**src/rtl/hcp_pkg.sv**
```systemverilog
// Package: shared widths, opcode values and cause positions for the
// host control port. Assumes a 16-bit command word, 5-bit opcode.
package hcp_pkg;
    localparam int CMD_W    = 16;
    localparam int OP_W     = 5;
    localparam int ARG_W    = CMD_W - OP_W;
    localparam int NCAUSE   = 8;
    localparam int WIN_W    = 3;
    localparam int FILT_W   = 4;
    localparam int NUM_THR  = 3;
    localparam int RST_CYC  = 4;
    localparam int STAT_PAD = CMD_W - WIN_W - 1 - NCAUSE;

    localparam logic [ARG_W-1:0] THR_OFF_VAL = {ARG_W{1'b1}};

    // Causes that external event pulses may set (bits 0 and 6 are internal)
    localparam logic [NCAUSE-1:0] HW_CAUSES = 8'b1011_1110;
    localparam int CAUSE_REQ = 6;

    localparam logic [OP_W-1:0] OP_GRST     = 5'd0;
    localparam logic [OP_W-1:0] OP_WIN      = 5'd1;
    localparam logic [OP_W-1:0] OP_RX_OFF   = 5'd3;
    localparam logic [OP_W-1:0] OP_RX_ON    = 5'd4;
    localparam logic [OP_W-1:0] OP_RX_RST   = 5'd5;
    localparam logic [OP_W-1:0] OP_TX_ON    = 5'd9;
    localparam logic [OP_W-1:0] OP_TX_OFF   = 5'd10;
    localparam logic [OP_W-1:0] OP_TX_RST   = 5'd11;
    localparam logic [OP_W-1:0] OP_REQ_INT  = 5'd12;
    localparam logic [OP_W-1:0] OP_ACK      = 5'd13;
    localparam logic [OP_W-1:0] OP_IMASK    = 5'd14;
    localparam logic [OP_W-1:0] OP_VMASK    = 5'd15;
    localparam logic [OP_W-1:0] OP_FILT     = 5'd16;
    localparam logic [OP_W-1:0] OP_THR_BASE = 5'd17;
endpackage

```
**src/rtl/hcp_cmd_decode.sv**
```systemverilog
// Command decoder: turns an accepted command write into one-hot
// strobes. Assumes busy blocks acceptance; undefined opcodes do nothing.
module hcp_cmd_decode
    import hcp_pkg::*;
(
    input  logic                 cmd_we,
    input  logic [OP_W-1:0]      opcode,
    input  logic                 busy,
    output logic                 go_grst,
    output logic                 go_win,
    output logic                 go_rx_off,
    output logic                 go_rx_on,
    output logic                 go_rx_rst,
    output logic                 go_tx_on,
    output logic                 go_tx_off,
    output logic                 go_tx_rst,
    output logic                 go_req,
    output logic                 go_ack,
    output logic                 go_imask,
    output logic                 go_vmask,
    output logic                 go_filt,
    output logic [NUM_THR-1:0]   go_thr
);
    logic accept;
    assign accept = cmd_we && !busy;

    // Purpose: map the opcode of an accepted write to its strobe
    always_comb begin
        go_grst   = 1'b0;
        go_win    = 1'b0;
        go_rx_off = 1'b0;
        go_rx_on  = 1'b0;
        go_rx_rst = 1'b0;
        go_tx_on  = 1'b0;
        go_tx_off = 1'b0;
        go_tx_rst = 1'b0;
        go_req    = 1'b0;
        go_ack    = 1'b0;
        go_imask  = 1'b0;
        go_vmask  = 1'b0;
        go_filt   = 1'b0;
        if (accept) begin
            case (opcode)
                OP_GRST:    go_grst   = 1'b1;
                OP_WIN:     go_win    = 1'b1;
                OP_RX_OFF:  go_rx_off = 1'b1;
                OP_RX_ON:   go_rx_on  = 1'b1;
                OP_RX_RST:  go_rx_rst = 1'b1;
                OP_TX_ON:   go_tx_on  = 1'b1;
                OP_TX_OFF:  go_tx_off = 1'b1;
                OP_TX_RST:  go_tx_rst = 1'b1;
                OP_REQ_INT: go_req    = 1'b1;
                OP_ACK:     go_ack    = 1'b1;
                OP_IMASK:   go_imask  = 1'b1;
                OP_VMASK:   go_vmask  = 1'b1;
                OP_FILT:    go_filt   = 1'b1;
                default:    ;
            endcase
        end
    end

    // Purpose: one strobe per threshold opcode, consecutive from the base
    for (genvar i = 0; i < NUM_THR; i++) begin : g_thr_dec
        assign go_thr[i] = accept && (opcode == OP_THR_BASE + OP_W'(i));
    end
endmodule

```
**src/rtl/hcp_cfg_regs.sv**
```systemverilog
// Configuration registers: window, enables, reset pulses, filter,
// masks and thresholds. Assumes strobes are mutually exclusive.
module hcp_cfg_regs
    import hcp_pkg::*;
(
    input  logic                       clk,
    input  logic                       rst_n,
    input  logic [ARG_W-1:0]           arg,
    input  logic                       go_grst,
    input  logic                       go_win,
    input  logic                       go_rx_off,
    input  logic                       go_rx_on,
    input  logic                       go_rx_rst,
    input  logic                       go_tx_on,
    input  logic                       go_tx_off,
    input  logic                       go_tx_rst,
    input  logic                       go_imask,
    input  logic                       go_vmask,
    input  logic                       go_filt,
    input  logic [NUM_THR-1:0]         go_thr,
    output logic [WIN_W-1:0]           window,
    output logic                       rx_en,
    output logic                       tx_en,
    output logic                       rx_rst,
    output logic                       tx_rst,
    output logic [FILT_W-1:0]          rx_filter,
    output logic [NCAUSE-1:0]          imask,
    output logic [NCAUSE-1:0]          vmask,
    output logic [NUM_THR*ARG_W-1:0]   thr_flat,
    output logic [NUM_THR-1:0]         thr_off
);
    // Purpose: window number register
    always_ff @(posedge clk) begin
        if (!rst_n || go_grst) window <= '0;
        else if (go_win)       window <= arg[WIN_W-1:0];
    end

    // Purpose: receiver and transmitter enable states
    always_ff @(posedge clk) begin
        if (!rst_n || go_grst) begin
            rx_en <= 1'b0;
            tx_en <= 1'b0;
        end else begin
            if (go_rx_on)       rx_en <= 1'b1;
            else if (go_rx_off) rx_en <= 1'b0;
            if (go_tx_on)       tx_en <= 1'b1;
            else if (go_tx_off) tx_en <= 1'b0;
        end
    end

    // Purpose: single-cycle engine reset pulses
    always_ff @(posedge clk) begin
        if (!rst_n) begin
            rx_rst <= 1'b0;
            tx_rst <= 1'b0;
        end else begin
            rx_rst <= go_rx_rst;
            tx_rst <= go_tx_rst;
        end
    end

    // Purpose: receive filter and the two cause masks
    always_ff @(posedge clk) begin
        if (!rst_n || go_grst) begin
            rx_filter <= '0;
            imask     <= '0;
            vmask     <= '0;
        end else begin
            if (go_filt)  rx_filter <= arg[FILT_W-1:0];
            if (go_imask) imask     <= arg[NCAUSE-1:0];
            if (go_vmask) vmask     <= arg[NCAUSE-1:0];
        end
    end

    // Purpose: threshold registers with an all-ones disable flag each
    for (genvar i = 0; i < NUM_THR; i++) begin : g_thr
        logic [ARG_W-1:0] thr_q;
        always_ff @(posedge clk) begin
            if (!rst_n || go_grst) thr_q <= '0;
            else if (go_thr[i])    thr_q <= arg;
        end
        assign thr_flat[i*ARG_W +: ARG_W] = thr_q;
        assign thr_off[i] = (thr_q == THR_OFF_VAL);
    end

    p_grst_clears_r12: assert property (@(posedge clk) disable iff (!rst_n)
        go_grst |=> (!rx_en && !tx_en && window == '0 && imask == '0));
    p_rx_on_r3: assert property (@(posedge clk) disable iff (!rst_n)
        (go_rx_on && !go_grst) |=> rx_en);
    p_rst_pulse_r4: assert property (@(posedge clk) disable iff (!rst_n)
        rx_rst |-> ($past(go_rx_rst) && $stable(rx_en)));
    p_thr_hold_r11: assert property (@(posedge clk) disable iff (!rst_n)
        (!go_thr[0] && !go_grst) |=> $stable(thr_flat[ARG_W-1:0]));
endmodule

```
**src/rtl/hcp_irq_status.sv**
```systemverilog
// Interrupt cause bits and latch. Assumes events are one-cycle pulses
// and that a new event wins over an acknowledge of the same bit.
module hcp_irq_status
    import hcp_pkg::*;
(
    input  logic               clk,
    input  logic               rst_n,
    input  logic [NCAUSE-1:0]  evt_pulse,
    input  logic               go_grst,
    input  logic               go_req,
    input  logic               go_ack,
    input  logic [NCAUSE-1:0]  ack_bits,
    input  logic [NCAUSE-1:0]  imask,
    output logic [NCAUSE-1:0]  cause,
    output logic               irq
);
    logic [NCAUSE-1:0] set_v;
    logic [NCAUSE-1:0] clr_v;
    logic [NCAUSE-1:1] cause_q;
    logic              latch_q;
    logic              latch_set;

    // Purpose: gather this cycle's set and clear vectors
    always_comb begin
        set_v = evt_pulse & HW_CAUSES;
        set_v[CAUSE_REQ] = go_req;
        clr_v = go_ack ? ack_bits : '0;
        latch_set = |(set_v[NCAUSE-1:1] & imask[NCAUSE-1:1]);
    end

    // Purpose: sticky cause bits, set over clear
    always_ff @(posedge clk) begin
        if (!rst_n || go_grst) cause_q <= '0;
        else cause_q <= (cause_q & ~clr_v[NCAUSE-1:1]) | set_v[NCAUSE-1:1];
    end

    // Purpose: interrupt latch, cleared only by acknowledge bit 0
    always_ff @(posedge clk) begin
        if (!rst_n || go_grst)  latch_q <= 1'b0;
        else if (latch_set)     latch_q <= 1'b1;
        else if (clr_v[0])      latch_q <= 1'b0;
    end

    assign cause = {cause_q, latch_q};
    assign irq   = latch_q;

    p_latch_set_r8: assert property (@(posedge clk) disable iff (!rst_n)
        (latch_set && !go_grst) |=> irq);
    p_latch_drop_r8: assert property (@(posedge clk) disable iff (!rst_n)
        $fell(latch_q) |-> ($past(go_ack && ack_bits[0]) || $past(go_grst)));
    p_ack_clear_r7: assert property (@(posedge clk) disable iff (!rst_n)
        (go_ack && !go_grst) |=>
        ((cause_q & $past(ack_bits[NCAUSE-1:1] & ~set_v[NCAUSE-1:1])) == '0));
    p_req_sets_r6: assert property (@(posedge clk) disable iff (!rst_n)
        (go_req && !go_grst) |=> cause[CAUSE_REQ]);
endmodule

```
**src/rtl/hcp_ctrl_port.sv**
```systemverilog
// Top: command/status port. Splits the command word, holds the busy
// counter after a global reset and assembles the status word.
// Assumes a synchronous active-low reset.
module hcp_ctrl_port
    import hcp_pkg::*;
(
    input  logic               clk,
    input  logic               rst_n,
    input  logic               cmd_we,
    input  logic [15:0]        cmd_data,
    input  logic [7:0]         evt_pulse,
    output logic [15:0]        status,
    output logic               irq,
    output logic               rx_en,
    output logic               tx_en,
    output logic               rx_rst,
    output logic               tx_rst,
    output logic [3:0]         rx_filter,
    output logic [10:0]        thr_rx_early,
    output logic [10:0]        thr_tx_avail,
    output logic [10:0]        thr_tx_start,
    output logic [2:0]         thr_off
);
    localparam int BUSY_W = $clog2(RST_CYC + 1);

    logic [OP_W-1:0]          opcode;
    logic [ARG_W-1:0]         arg;
    logic [BUSY_W-1:0]        busy_cnt;
    logic                     busy;
    logic go_grst, go_win, go_rx_off, go_rx_on, go_rx_rst;
    logic go_tx_on, go_tx_off, go_tx_rst, go_req, go_ack;
    logic go_imask, go_vmask, go_filt;
    logic [NUM_THR-1:0]       go_thr;
    logic [WIN_W-1:0]         window;
    logic [NCAUSE-1:0]        imask;
    logic [NCAUSE-1:0]        vmask;
    logic [NCAUSE-1:0]        cause;
    logic [NUM_THR*ARG_W-1:0] thr_flat;

    assign opcode = cmd_data[CMD_W-1:ARG_W];
    assign arg    = cmd_data[ARG_W-1:0];
    assign busy   = (busy_cnt != '0);

    // Purpose: count the busy window that follows a global reset
    always_ff @(posedge clk) begin
        if (!rst_n)             busy_cnt <= '0;
        else if (go_grst)       busy_cnt <= BUSY_W'(RST_CYC);
        else if (busy)          busy_cnt <= busy_cnt - 1'b1;
    end

    hcp_cmd_decode u_dec (
        .cmd_we    (cmd_we),
        .opcode    (opcode),
        .busy      (busy),
        .go_grst   (go_grst),
        .go_win    (go_win),
        .go_rx_off (go_rx_off),
        .go_rx_on  (go_rx_on),
        .go_rx_rst (go_rx_rst),
        .go_tx_on  (go_tx_on),
        .go_tx_off (go_tx_off),
        .go_tx_rst (go_tx_rst),
        .go_req    (go_req),
        .go_ack    (go_ack),
        .go_imask  (go_imask),
        .go_vmask  (go_vmask),
        .go_filt   (go_filt),
        .go_thr    (go_thr)
    );

    hcp_cfg_regs u_cfg (
        .clk       (clk),
        .rst_n     (rst_n),
        .arg       (arg),
        .go_grst   (go_grst),
        .go_win    (go_win),
        .go_rx_off (go_rx_off),
        .go_rx_on  (go_rx_on),
        .go_rx_rst (go_rx_rst),
        .go_tx_on  (go_tx_on),
        .go_tx_off (go_tx_off),
        .go_tx_rst (go_tx_rst),
        .go_imask  (go_imask),
        .go_vmask  (go_vmask),
        .go_filt   (go_filt),
        .go_thr    (go_thr),
        .window    (window),
        .rx_en     (rx_en),
        .tx_en     (tx_en),
        .rx_rst    (rx_rst),
        .tx_rst    (tx_rst),
        .rx_filter (rx_filter),
        .imask     (imask),
        .vmask     (vmask),
        .thr_flat  (thr_flat),
        .thr_off   (thr_off)
    );

    hcp_irq_status u_irq (
        .clk       (clk),
        .rst_n     (rst_n),
        .evt_pulse (evt_pulse),
        .go_grst   (go_grst),
        .go_req    (go_req),
        .go_ack    (go_ack),
        .ack_bits  (arg[NCAUSE-1:0]),
        .imask     (imask),
        .cause     (cause),
        .irq       (irq)
    );

    assign thr_rx_early = thr_flat[0*ARG_W +: ARG_W];
    assign thr_tx_avail = thr_flat[1*ARG_W +: ARG_W];
    assign thr_tx_start = thr_flat[2*ARG_W +: ARG_W];
    assign status = {window, busy, {STAT_PAD{1'b0}}, cause & vmask};

    p_busy_freeze_r12: assert property (@(posedge clk) disable iff (!rst_n)
        (busy && cmd_we) |=> ($stable(rx_en) && $stable(tx_en) && $stable(rx_filter)
                              && $stable(status[15:13])));
    p_busy_bound_r12: assert property (@(posedge clk) disable iff (!rst_n)
        busy_cnt <= BUSY_W'(RST_CYC));
    p_busy_start_r12: assert property (@(posedge clk) disable iff (!rst_n)
        go_grst |=> status[12]);
endmodule

```
**config.mk**
```make
export PLATFORM = sky130hd
export DESIGN_NAME = hcp_ctrl_port
export DESIGN_NICKNAME = d
export VERILOG_FILES = /design/src/rtl/hcp_pkg.sv /design/src/rtl/hcp_cmd_decode.sv /design/src/rtl/hcp_cfg_regs.sv /design/src/rtl/hcp_irq_status.sv /design/src/rtl/hcp_ctrl_port.sv
export SDC_FILE = /design/constraint.sdc
export NUM_CORES = 1
export LEC_CHECK = 0
export ABC_AREA = 1
export BUFFER_PORTS_ARGS = -buffer_cell sky130_fd_sc_hd__buf_2
export CELL_PAD_IN_SITES_DETAIL_PLACEMENT = 0
export CELL_PAD_IN_SITES_GLOBAL_PLACEMENT = 1
export CORE_MARGIN = 2
export CORE_UTILIZATION = 40
export CTS_CLUSTER_DIAMETER = 40
export DETAILED_ROUTE_END_ITERATION = 6
export PLACE_DENSITY = 0.85
export SYNTH_ARGS = -nofsm -noshare
export SYNTH_HDL_FRONTEND = slang
export SYNTH_SLANG_ARGS = --single-unit
```
**constraint.sdc**
```tcl
create_clock -name clk -period 5.05 [get_ports clk]
set_clock_uncertainty 0.2 [all_clocks]
set_input_delay 0.505 -clock clk [delete_from_list [all_inputs] [get_ports clk]]
set_output_delay 0.505 -clock clk [all_outputs]
set_load 0.03 [all_outputs]
```
-- Word level (Yosys, flattened, before mapping)
Cells that the tools add are included.
- register bits: 71
- input bits: 27
- word-level logic and storage cells: 89
- $add $sub $neg: 1
- equal/unequal tests: 18
- multiplexer cells: 33
- bitwise operators: 6
- reductions and logical operators: 16
- operator list (operator ; count):
    == test 5 x 4 -> 1 bit (second input constant) ; 7
    == test 11 bit (second input constant) ; 3
    two-way mux 1 bit ; 30
    == test 5 bit (second input constant) ; 4
    bitwise AND 7 bit ; 2
    == test 5 x 3 -> 1 bit (second input constant) ; 2
    bitwise AND 8 bit ; 1
    two-way mux 8 bit ; 1
    nonzero test 2 bit ; 4
    NOT 7 bit ; 1
    OR 7 bit ; 1
    OR reduction 7 bit ; 1
    two-way mux 3 bit ; 2
    == test 5 x 1 -> 1 bit (second input constant) ; 1
    == test 5 x 2 -> 1 bit (second input constant) ; 1
    logical NOT 5 bit ; 1
    logical AND 1 bit ; 4
    nonzero test 3 bit ; 1
    subtractor 3 x 1 -> 3 bit (second input constant) ; 1
    logical NOT 1 bit ; 2
    AND reduction 2 bit ; 1
    OR reduction 2 bit ; 1
    logical OR 1 bit ; 1
    NOT 1 bit ; 1

-- Logic depth before layout (Yosys ltp)
Gate-level depths: netlist (run 1).
- depth in word-level cells: 8
- mapped depth: 11
- gate-level depth less buffers: 10

-- By module
A second synthesis (run 1) with hierarchy kept.
- cell total of the unflattened synthesis: 436
- area total of the unflattened synthesis: 3086.7 um2
- modules (own cells, without submodules) (module ; times used ; cells each ; area each (um2) ; seq. area each (um2)):
    hcp_cfg_regs ; 1 ; 288 ; 2244.7 ; 1201.2
    hcp_irq_status ; 1 ; 52 ; 351.6 ; 160.2
    hcp_ctrl_port ; 1 ; 49 ; 280.3 ; 60.1
    hcp_cmd_decode ; 1 ; 47 ; 210.2 ; 0.0

-- Worst setup path before layout (run 1)
OpenSTA, ideal clock, no wires.
- path kind: register to output
- start: register u_cfg.g_thr[0].thr_q[6]
- end: output thr_off[0]
- arrival: 1.343 ns
- data required time: 4.345 ns
- setup slack: 3.002 ns
- cell stages (with the launch flop): 3
- buffers on the path: 0
- cells stage by stage: dfxtp_1 > nand4_1 > nor3_1
- longest elaborated chain between the ends: 1
- ends and longest elaborated chain (element ; line ; text):
    start, declared ; hcp_cfg_regs.sv:77 ; logic [ARG_W-1:0] thr_q;
    start signal, assigned ; hcp_cfg_regs.sv:80 ; else if (go_thr[i]) thr_q <= arg;
    == test 11 bit ; hcp_cfg_regs.sv:83 ; assign thr_off[i] = (thr_q == THR_OFF_VAL);
    end, declared ; hcp_ctrl_port.sv:22 ; output logic [2:0] thr_off
No other way between the ends.

-- Worst setup path after layout (run 1)
- start: register busy_cnt[0]
- end: register u_cfg.g_thr[1].thr_q[8]
- longest elaborated chain between the ends: 5
- elaborated cells on any way between the ends: 6
- ends and longest elaborated chain (element ; line ; text):
    start, declared ; hcp_ctrl_port.sv:28 ; logic [BUSY_W-1:0] busy_cnt;
    start signal, assigned ; hcp_ctrl_port.sv:47 ; else if (go_grst) busy_cnt <= BUSY_W'(RST_CYC);
    start signal, assigned ; hcp_ctrl_port.sv:48 ; else if (busy) busy_cnt <= busy_cnt - 1'b1;
    nonzero test 3 bit * ; hcp_ctrl_port.sv:42 ; assign busy = (busy_cnt != '0);
    logical NOT 1 bit * ; hcp_cmd_decode.sv:25 ; assign accept = cmd_we && !busy;
    logical AND 1 bit * ; hcp_cmd_decode.sv:25 ;
    two-way mux 1 bit ; hcp_cmd_decode.sv:42 ; if (accept) begin
    logical OR 1 bit ; hcp_cfg_regs.sv:79 ; if (!rst_n || go_grst) thr_q <= '0;
    end signal, assigned ; hcp_cfg_regs.sv:80 ;
    end, declared ; hcp_cfg_regs.sv:77 ;
Mark *: on every way between the ends. The rest lies on a longest branch, timed or not.
A chain may end at the register's enable or synchronous reset.

==> results of run 1 <==
synth_stat cells:
cell / instances
nand2_1: 110
dfxtp_1: 70
a21oi_1: 55
nand4_1: 40
inv_1: 26
nand3_1: 21
nor2_1: 15
buf_2: 12
a21oi_2: 10
buf_4: 7
buf_6: 7
nor3_1: 5
clkbuf_1: 3
ha_1: 3
inv_2: 2
nand3_2: 2
nor2_4: 2
a31oi_1: 1
clkinv_1: 1
conb_1: 1
nand2_2: 1
nand2_4: 1
nand3b_4: 1
nor2_8: 1
o21ai_0: 1
path summary, 6_finish.rpt:
check,endpoint,depth (start not counted),startpoint
min,u_irq.cause_q[1],3,evt_pulse[1]
max reg2reg,u_cfg.g_thr[1].thr_q[8],9,busy_cnt[0]
min reg2reg,u_cfg.tx_en,2,u_cfg.tx_en
max,u_cfg.g_thr[1].thr_q[8],9,busy_cnt[0]
power breakdown:
group | internal [mW] | leakage [nW] | switching (mW) | total (mW)
combinational | 0.0575 | 0.908 | 0.159 | 0.217
sequential | 0.569 | 0.566 | 0.00909 | 0.578
clock | 0.228 | 0.0879 | 0.226 | 0.454
metrics by stage:
| stage | utilization, % | total power, mW | area (sq um) |
|---|---|---|---|
| final | 49.2 | 1.25 | 3630 |
| after global routing | 49.2 | 1.31 | 3630 |
| after CTS | 49.2 | 1.26 | 3630 |
| after detailed placement | 46.6 | 0.809 | 3430 |
| after global placement | 46.6 | 0.805 | 3430 |
| after floorplan | - | 0.780 | 3090 |
worst max-delay path, delay by kind of cell (launching register included):
kind                     cells  cell delay (ns)
adder cells (fa/ha/maj)      2             0.49
AND/OR/NAND/NOR              4             1.17
buffers and inverters        2             0.52
flip-flops                   1             0.32
AO/OA/AOI/OAI                1             0.08
cells by family (layout without fill, tap and decap cells):
kind of cell | count (synthesis) | count (layout)
fa+ha+maj | 3 | 3
other cells | 1 | 4
flops | 70 | 70
buf+inv | 58 | 128
compound gates | 67 | 67
simple gates | 199 | 199
flip-flops by register name, summed over array words and instances, names as in the netlist, 3 cells and up:
register,count
u_cfg.imask,7
u_cfg.rx_filter,4
u_cfg.vmask,8
busy_cnt,3
u_irq.cause_q,7
u_cfg.g_thr.thr_q,33
u_cfg.window,3
cell type report:
class	count	area [sq um]	area share, %
clock inverters	7	73.8	2.03
well taps	99	124	3.41
multi-input cells	273	1380	37.9
inverters	29	109	3.00
repair buffers	83	420	11.6
flip-flops and latches	70	1400	38.6
clock buffers	9	124	3.41
cell usage in the layout (no fill, tap or decap):
cell        Yosys  layout
nor2_8          1       1
inv_1          26      26
nand2_1       110     110
inv_6           0       1
inv_2           2       2
nor2_1         15      15
clkinv_2        0       1
clkbuf_8        0       9
clkinv_1        1       1
buf_2          12      81
conb_1          1       4
dfxtp_1        70      70
ha_1            3       3
a31oi_1         1       1
nand2_4         1       1
nor3_1          5       5
nand3_1        21      21
a21oi_2        10      10
nand2_2         1       1
nand3b_4        1       1
clkinvlp_4      0       4
o21ai_0         1       1
bufinv_16       0       1
nand4_1        40      40
buf_4           7       2
nand3_2         2       2
nor2_4          2       2
a21oi_1        55      55
layer usage:
layer  global-route usage [%]  share of wire, %  wire length (um)  vias up
li1                         -                 -                 -     1460
met3                     3.62               5.5               433       15
met2                     29.2                46              3660       77
met1                     27.2                47              3730     1350
met4                     5.97               1.4               110        0
met5                        0                 0                 0        -
==> impl_metrics.json, run 1 <==
{
  "gr-usage-all-layers_pct": 19.1,
  "cp-start-kind": "register",
  "clk_pin_slew_ns": 0.08,
  "portBuffers": 81,
  "place_hpwl_um": 5330,
  "synthMuxAreaShare_pct": 0,
  "cellLeakagePower_nw": 1.56,
  "cts_tree": "built",
  "synth_top_family_by_area": "simple AND/OR/NAND/NOR gates",
  "grt_pass1_wl_um": 13000,
  "drt-total-wl_um": 7940,
  "avgRoutedWirePerCell_um": 13.9,
  "synthTopCellsByArea": "dfxtp_1 46%, nand2_1 13%, a21oi_1 8.9%",
  "synth-compound-area-share_pct": 12.2,
  "reg2reg_setup_slack_ns": 2.13,
  "first_global_vias": 2550,
  "worstSetupPathType": "register to register",
  "die_w_um": 91.7,
  "synth_top_cell_area_share_pct": 45.5,
  "worst-path-max-fanout": 35,
  "clk_path_buf_depth": 2,
  "dr_total_vias": 2902,
  "crit_top_cell": "ha_1",
  "synth_cell_types": 25,
  "drtIter0Drc": 122,
  "maxSlewViolCount": 0,
  "dieArea_sq_um": 8410,
  "die_height_um": 91.7,
  "clock.fmax_ghz": 0.342,
  "placed_cells": 554,
  "antenna_left": 0,
  "rsz0062_at_grt": "false",
  "maxCapViolCount": 0,
  "yosysWarnings": 0,
  "cts_setup_buffers": 0,
  "initial_core_util_pct": 41.8,
  "ir_drop_v": 0.000136,
  "globalplace.congestion": 0.744,
  "syn_area_sq_um": 3080,
  "postCtsHoldBufs": 0,
  "setup-tns-final_ns": 0,
  "nFillCells": 771,
  "cts_resized": 0,
  "finalSetupViolCount": 0,
  "num_antenna_cells": 0,
  "endpoint_kind": "register",
  "row_count": 31,
  "synth_xor_area_share_pct": 0,
  "pre_cts_slack_ns": 2.12,
  "synthAdderAreaFrac_pct": 1.22,
  "hold_path.class": "input port to register",
  "synth_seq_cells": 70,
  "yosysSeqAreaShare_pct": 45.5,
  "p_per_area_nw_per_um2": 344,
  "required_ns": 5.08,
  "grt_max_degree": 36,
  "via_per_inst": 5.09,
  "cts_buffers": 9,
  "synth_simple_gate_area_share_pct": 30.9,
  "syn_area_per_cell_sq_um": 7.73,
  "num_io_pins": 88,
  "fp.coreArea_sq_um": 7370,
  "outcome": "completed",
  "area_delta_synth_final_pct": 17.9,
  "period_share_pct": 57.9,
  "instances_no_fill": 570,
  "crit_chain": "inv_1 -> ha_1 -> ha_1 -> nand2_4 -> nor2_8 -> nand3_2 -> nand2_2 -> buf_4 -> a21oi_1",
  "synth_top_cell_by_area": "dfxtp_1",
  "grt-ovfl-total": 0,
  "drive_above_1_share_pct": 25.3,
  "ctsRootBufferMaster": "clkbuf_8",
  "period_minus_slack_ns": 2.92,
  "setup_ws_ns": 2.13,
  "drc": 0,
  "max_slew.worst_pin.slew_ns": 0.754,
  "max_stage_delay_ns": 0.60,
  "hold_viol": 0,
  "holdWs_ns": 0.178,
  "slowest_stage": "nand2_2",
  "cts_sinks": 70,
  "syn_inst": 398,
  "clkLatencyLatePin_ns": 0.35,
  "antenna_found_initial": 0,
  "slew_headroom_pct": 49.5,
  "cp.arrival_ns": 2.95,
  "dr.pass1.iters": 4,
  "htree_levels": 3,
  "nets": 496
}
No activity file was read; power rests on OpenSTA's default activity.
==> run 2, diff against run 1 <==
Settings changed: CORE_UTILIZATION 40 to 37, PLACE_DENSITY 0.85 to 0.79.
Clock period 5.05 ns to 2.7 ns, I/O delays scaled along.
==> run 2 against run 1 <==
Clock power rose by 100%. Die area rose by 7.7%. Global-route usage fell by 0.58 points. Count of clock-buffer cells in the layout did not move. Sequential share of layout area fell by 1.8 points. Critical path depth rose by 1.
==> impl_metrics.json, run 2 (synthesized netlist as in run 1, its figures left out) <==
{
  "timing.rr.start": "busy_cnt[0]",
  "startpoint": "busy_cnt[0]",
  "power_frac_clock_pct": 37.9,
  "grt_max_degree": 40,
  "r2r_end": "u_cfg.vmask[3]",
  "dieArea_sq_um": 9060,
  "dr.pass1.iters": 4,
  "fin_util_pct": 46.8,
  "row_count": 33,
  "ctsRootBufferMaster": "clkbuf_8",
  "drc": 0,
  "largest_reg_flops": 33,
  "seq_area_sq_um": 1400,
  "clkLatencyLatePin_ns": 0.33,
  "pwr-share-seq_pct": 44.3,
  "top_regs": "u_cfg.g_thr.thr_q (33), u_cfg.vmask (8)",
  "dr_total_vias": 2886,
  "cts_sinks": 70,
  "period_share_pct": 84.4,
  "finalSetupViolCount": 0,
  "netSwitchingPower_mw": 0.727,
  "htree_levels": 3,
  "cp-start-kind": "register",
  "period_minus_slack_ns": 2.28,
  "hold_viol": 0,
  "outcome": "completed",
  "die_w_um": 95.2,
  "setup_ws_ns": 0.422,
  "fp.coreArea_sq_um": 8130,
  "hold_path.class": "input port to register",
  "cp.arrival_ns": 2.34,
  "p_per_area_nw_per_um2": 642,
  "p_int_mw": 1.72,
  "final_cell_mix": "110 x nand2_1, 81 x buf_2, 70 x dfxtp_1",
  "comb_power_share_pct": 17.8,
  "worstSetupPathType": "register to register",
  "place_hpwl_um": 5510,
  "ir_drop_v": 0.000235,
  "avgRoutedWirePerCell_um": 13.8,
  "crit_top_cell": "ha_1",
  "clock.fmax_ghz": 0.439,
  "slew_headroom_pct": 61.1,
  "slowest_stage": "dfxtp_1",
  "r2r_cells": 10,
  "top_register": "u_cfg.g_thr.thr_q",
  "max_slew.worst_pin.slew_ns": 0.581,
  "first_global_vias": 2560,
  "reg2reg_setup_slack_ns": 0.42,
  "nFillCells": 824,
  "required_ns": 2.76,
  "initial_core_util_pct": 37.8,
  "nets": 511,
  "cellLeakagePower_nw": 1.66,
  "rsz0062_at_grt": "false",
  "globalplace.congestion": 0.803,
  "area_delta_synth_final_pct": 23.7,
  "endpoint_kind": "register",
  "cts_tree": "built",
  "drive_above_1_share_pct": 25.7,
  "antenna_left": 0,
  "num_io_pins": 88,
  "die_height_um": 95.2,
  "antenna_found_initial": 0,
  "via_per_inst": 4.88,
  "max_stage_delay_ns": 0.32,
  "placed_cells": 566,
  "crit_chain": "inv_1 -> ha_1 -> ha_1 -> nand2_4 -> nor2_8 -> buf_4 -> nand3b_4 -> inv_2 -> nand2_1 -> a21oi_2",
  "gr-usage-all-layers_pct": 18.5,
  "setup-tns-final_ns": 0,
  "pre_cts_slack_ns": 0.445,
  "worst-path-max-fanout": 24,
  "grt_pass1_wl_um": 12900,
  "cts_buffers": 9,
  "portBuffers": 81,
  "switching_share_pct": 29.7,
  "drt-total-wl_um": 8140,
  "maxCapViolCount": 0,
  "final_common_cell": "nand2_1",
  "multi_input_area_sq_um": 1380,
  "instances_no_fill": 591,
  "drtIter0Drc": 134,
  "cts_resized": 0,
  "grt-ovfl-total": 0,
  "clk_path_buf_depth": 2,
  "clk_pin_slew_ns": 0.07,
  "num_antenna_cells": 0,
  "maxSlewViolCount": 0,
  "crit_end": "u_cfg.vmask[3]"
}
[run 2: changes by cell type in the layout (fill, tap and decap cells not counted), sizes merged]
cell	before	now
buf	83	89
bufinv	1	2
clkinv	2	5
clkinvlp	4	1
dlygate4sd3	0	9
inv	29	28
[run 2: critical path: cells and delay by family (launching register included)]
kind	cells	cell delay, ns
compound gates	1	0.11
fa+ha+maj	2	0.49
flops	1	0.32
buf+inv	3	0.56
simple gates	4	0.52
[run 2: repair_timing]
action / CTS / global route
endpoints found under the hold margin: 9 / 0
hold buffers: 9 / 0
setup buffers: 0 / 0
[run 2: worst min path at each step]
stage,from,to,slack (ns),cells past startpoint
finish,evt_pulse[3],u_irq.cause_q[3],0.007,3
global route,evt_pulse[3],u_irq.cause_q[3],0.003,3
CTS,evt_pulse[3],u_irq.cause_q[3],0.004,3
detailed placement,u_cfg.tx_en,u_cfg.tx_en,0.25,2
global placement,busy_cnt[0],busy_cnt[0],0.24,2
floorplan,evt_pulse[1],u_irq.cause_q[1],0.19,2
[run 2: metrics by stage]
stage	instance area [sq um]	power, mW	hold WS (ns)
finish	3810	2.44	0.00690
global route	3810	2.56	0.00258
detailed placement	3500	1.53	0.252
floorplan	3090	1.46	0.187
global placement	3500	1.52	0.243
CTS	3810	2.47	0.00367
[run 2: cell type report]
| cell class | count | area share [%] |
|---|---|---|
| timing repair buffer | 98 | 14.9 |
| tap | 105 | 3.45 |
| clock buffer | 9 | 3.25 |
| clock inverter | 7 | 2.60 |
| multi-input combinational | 273 | 36.1 |
| inverter | 29 | 2.86 |
| sequential | 70 | 36.8 |
[run 2: per-layer routing]
layer | share of wire, % | vias to the layer above | track usage [%]
met1 | 49 | 1298 | 26.3
met4 | 2.1 | 0 | 7.97
met2 | 45 | 86 | 27.5
met3 | 4.8 | 12 | 3.32
met5 | 0 | - | 0
li1 | - | 1490 | -
[run 2: power by group through the flow]
| stage | Sequential (mW) | Combinational, mW | Clock (mW) |
|---|---|---|---|
| final | 1.08 | 0.435 | 0.926 |
| after global routing | 1.09 | 0.485 | 0.985 |
| after CTS | 1.08 | 0.436 | 0.952 |
| after detailed placement | 1.11 | 0.425 | 0 |
| after global placement | 1.11 | 0.420 | 0 |
| after floorplan | 1.12 | 0.341 | 0 |
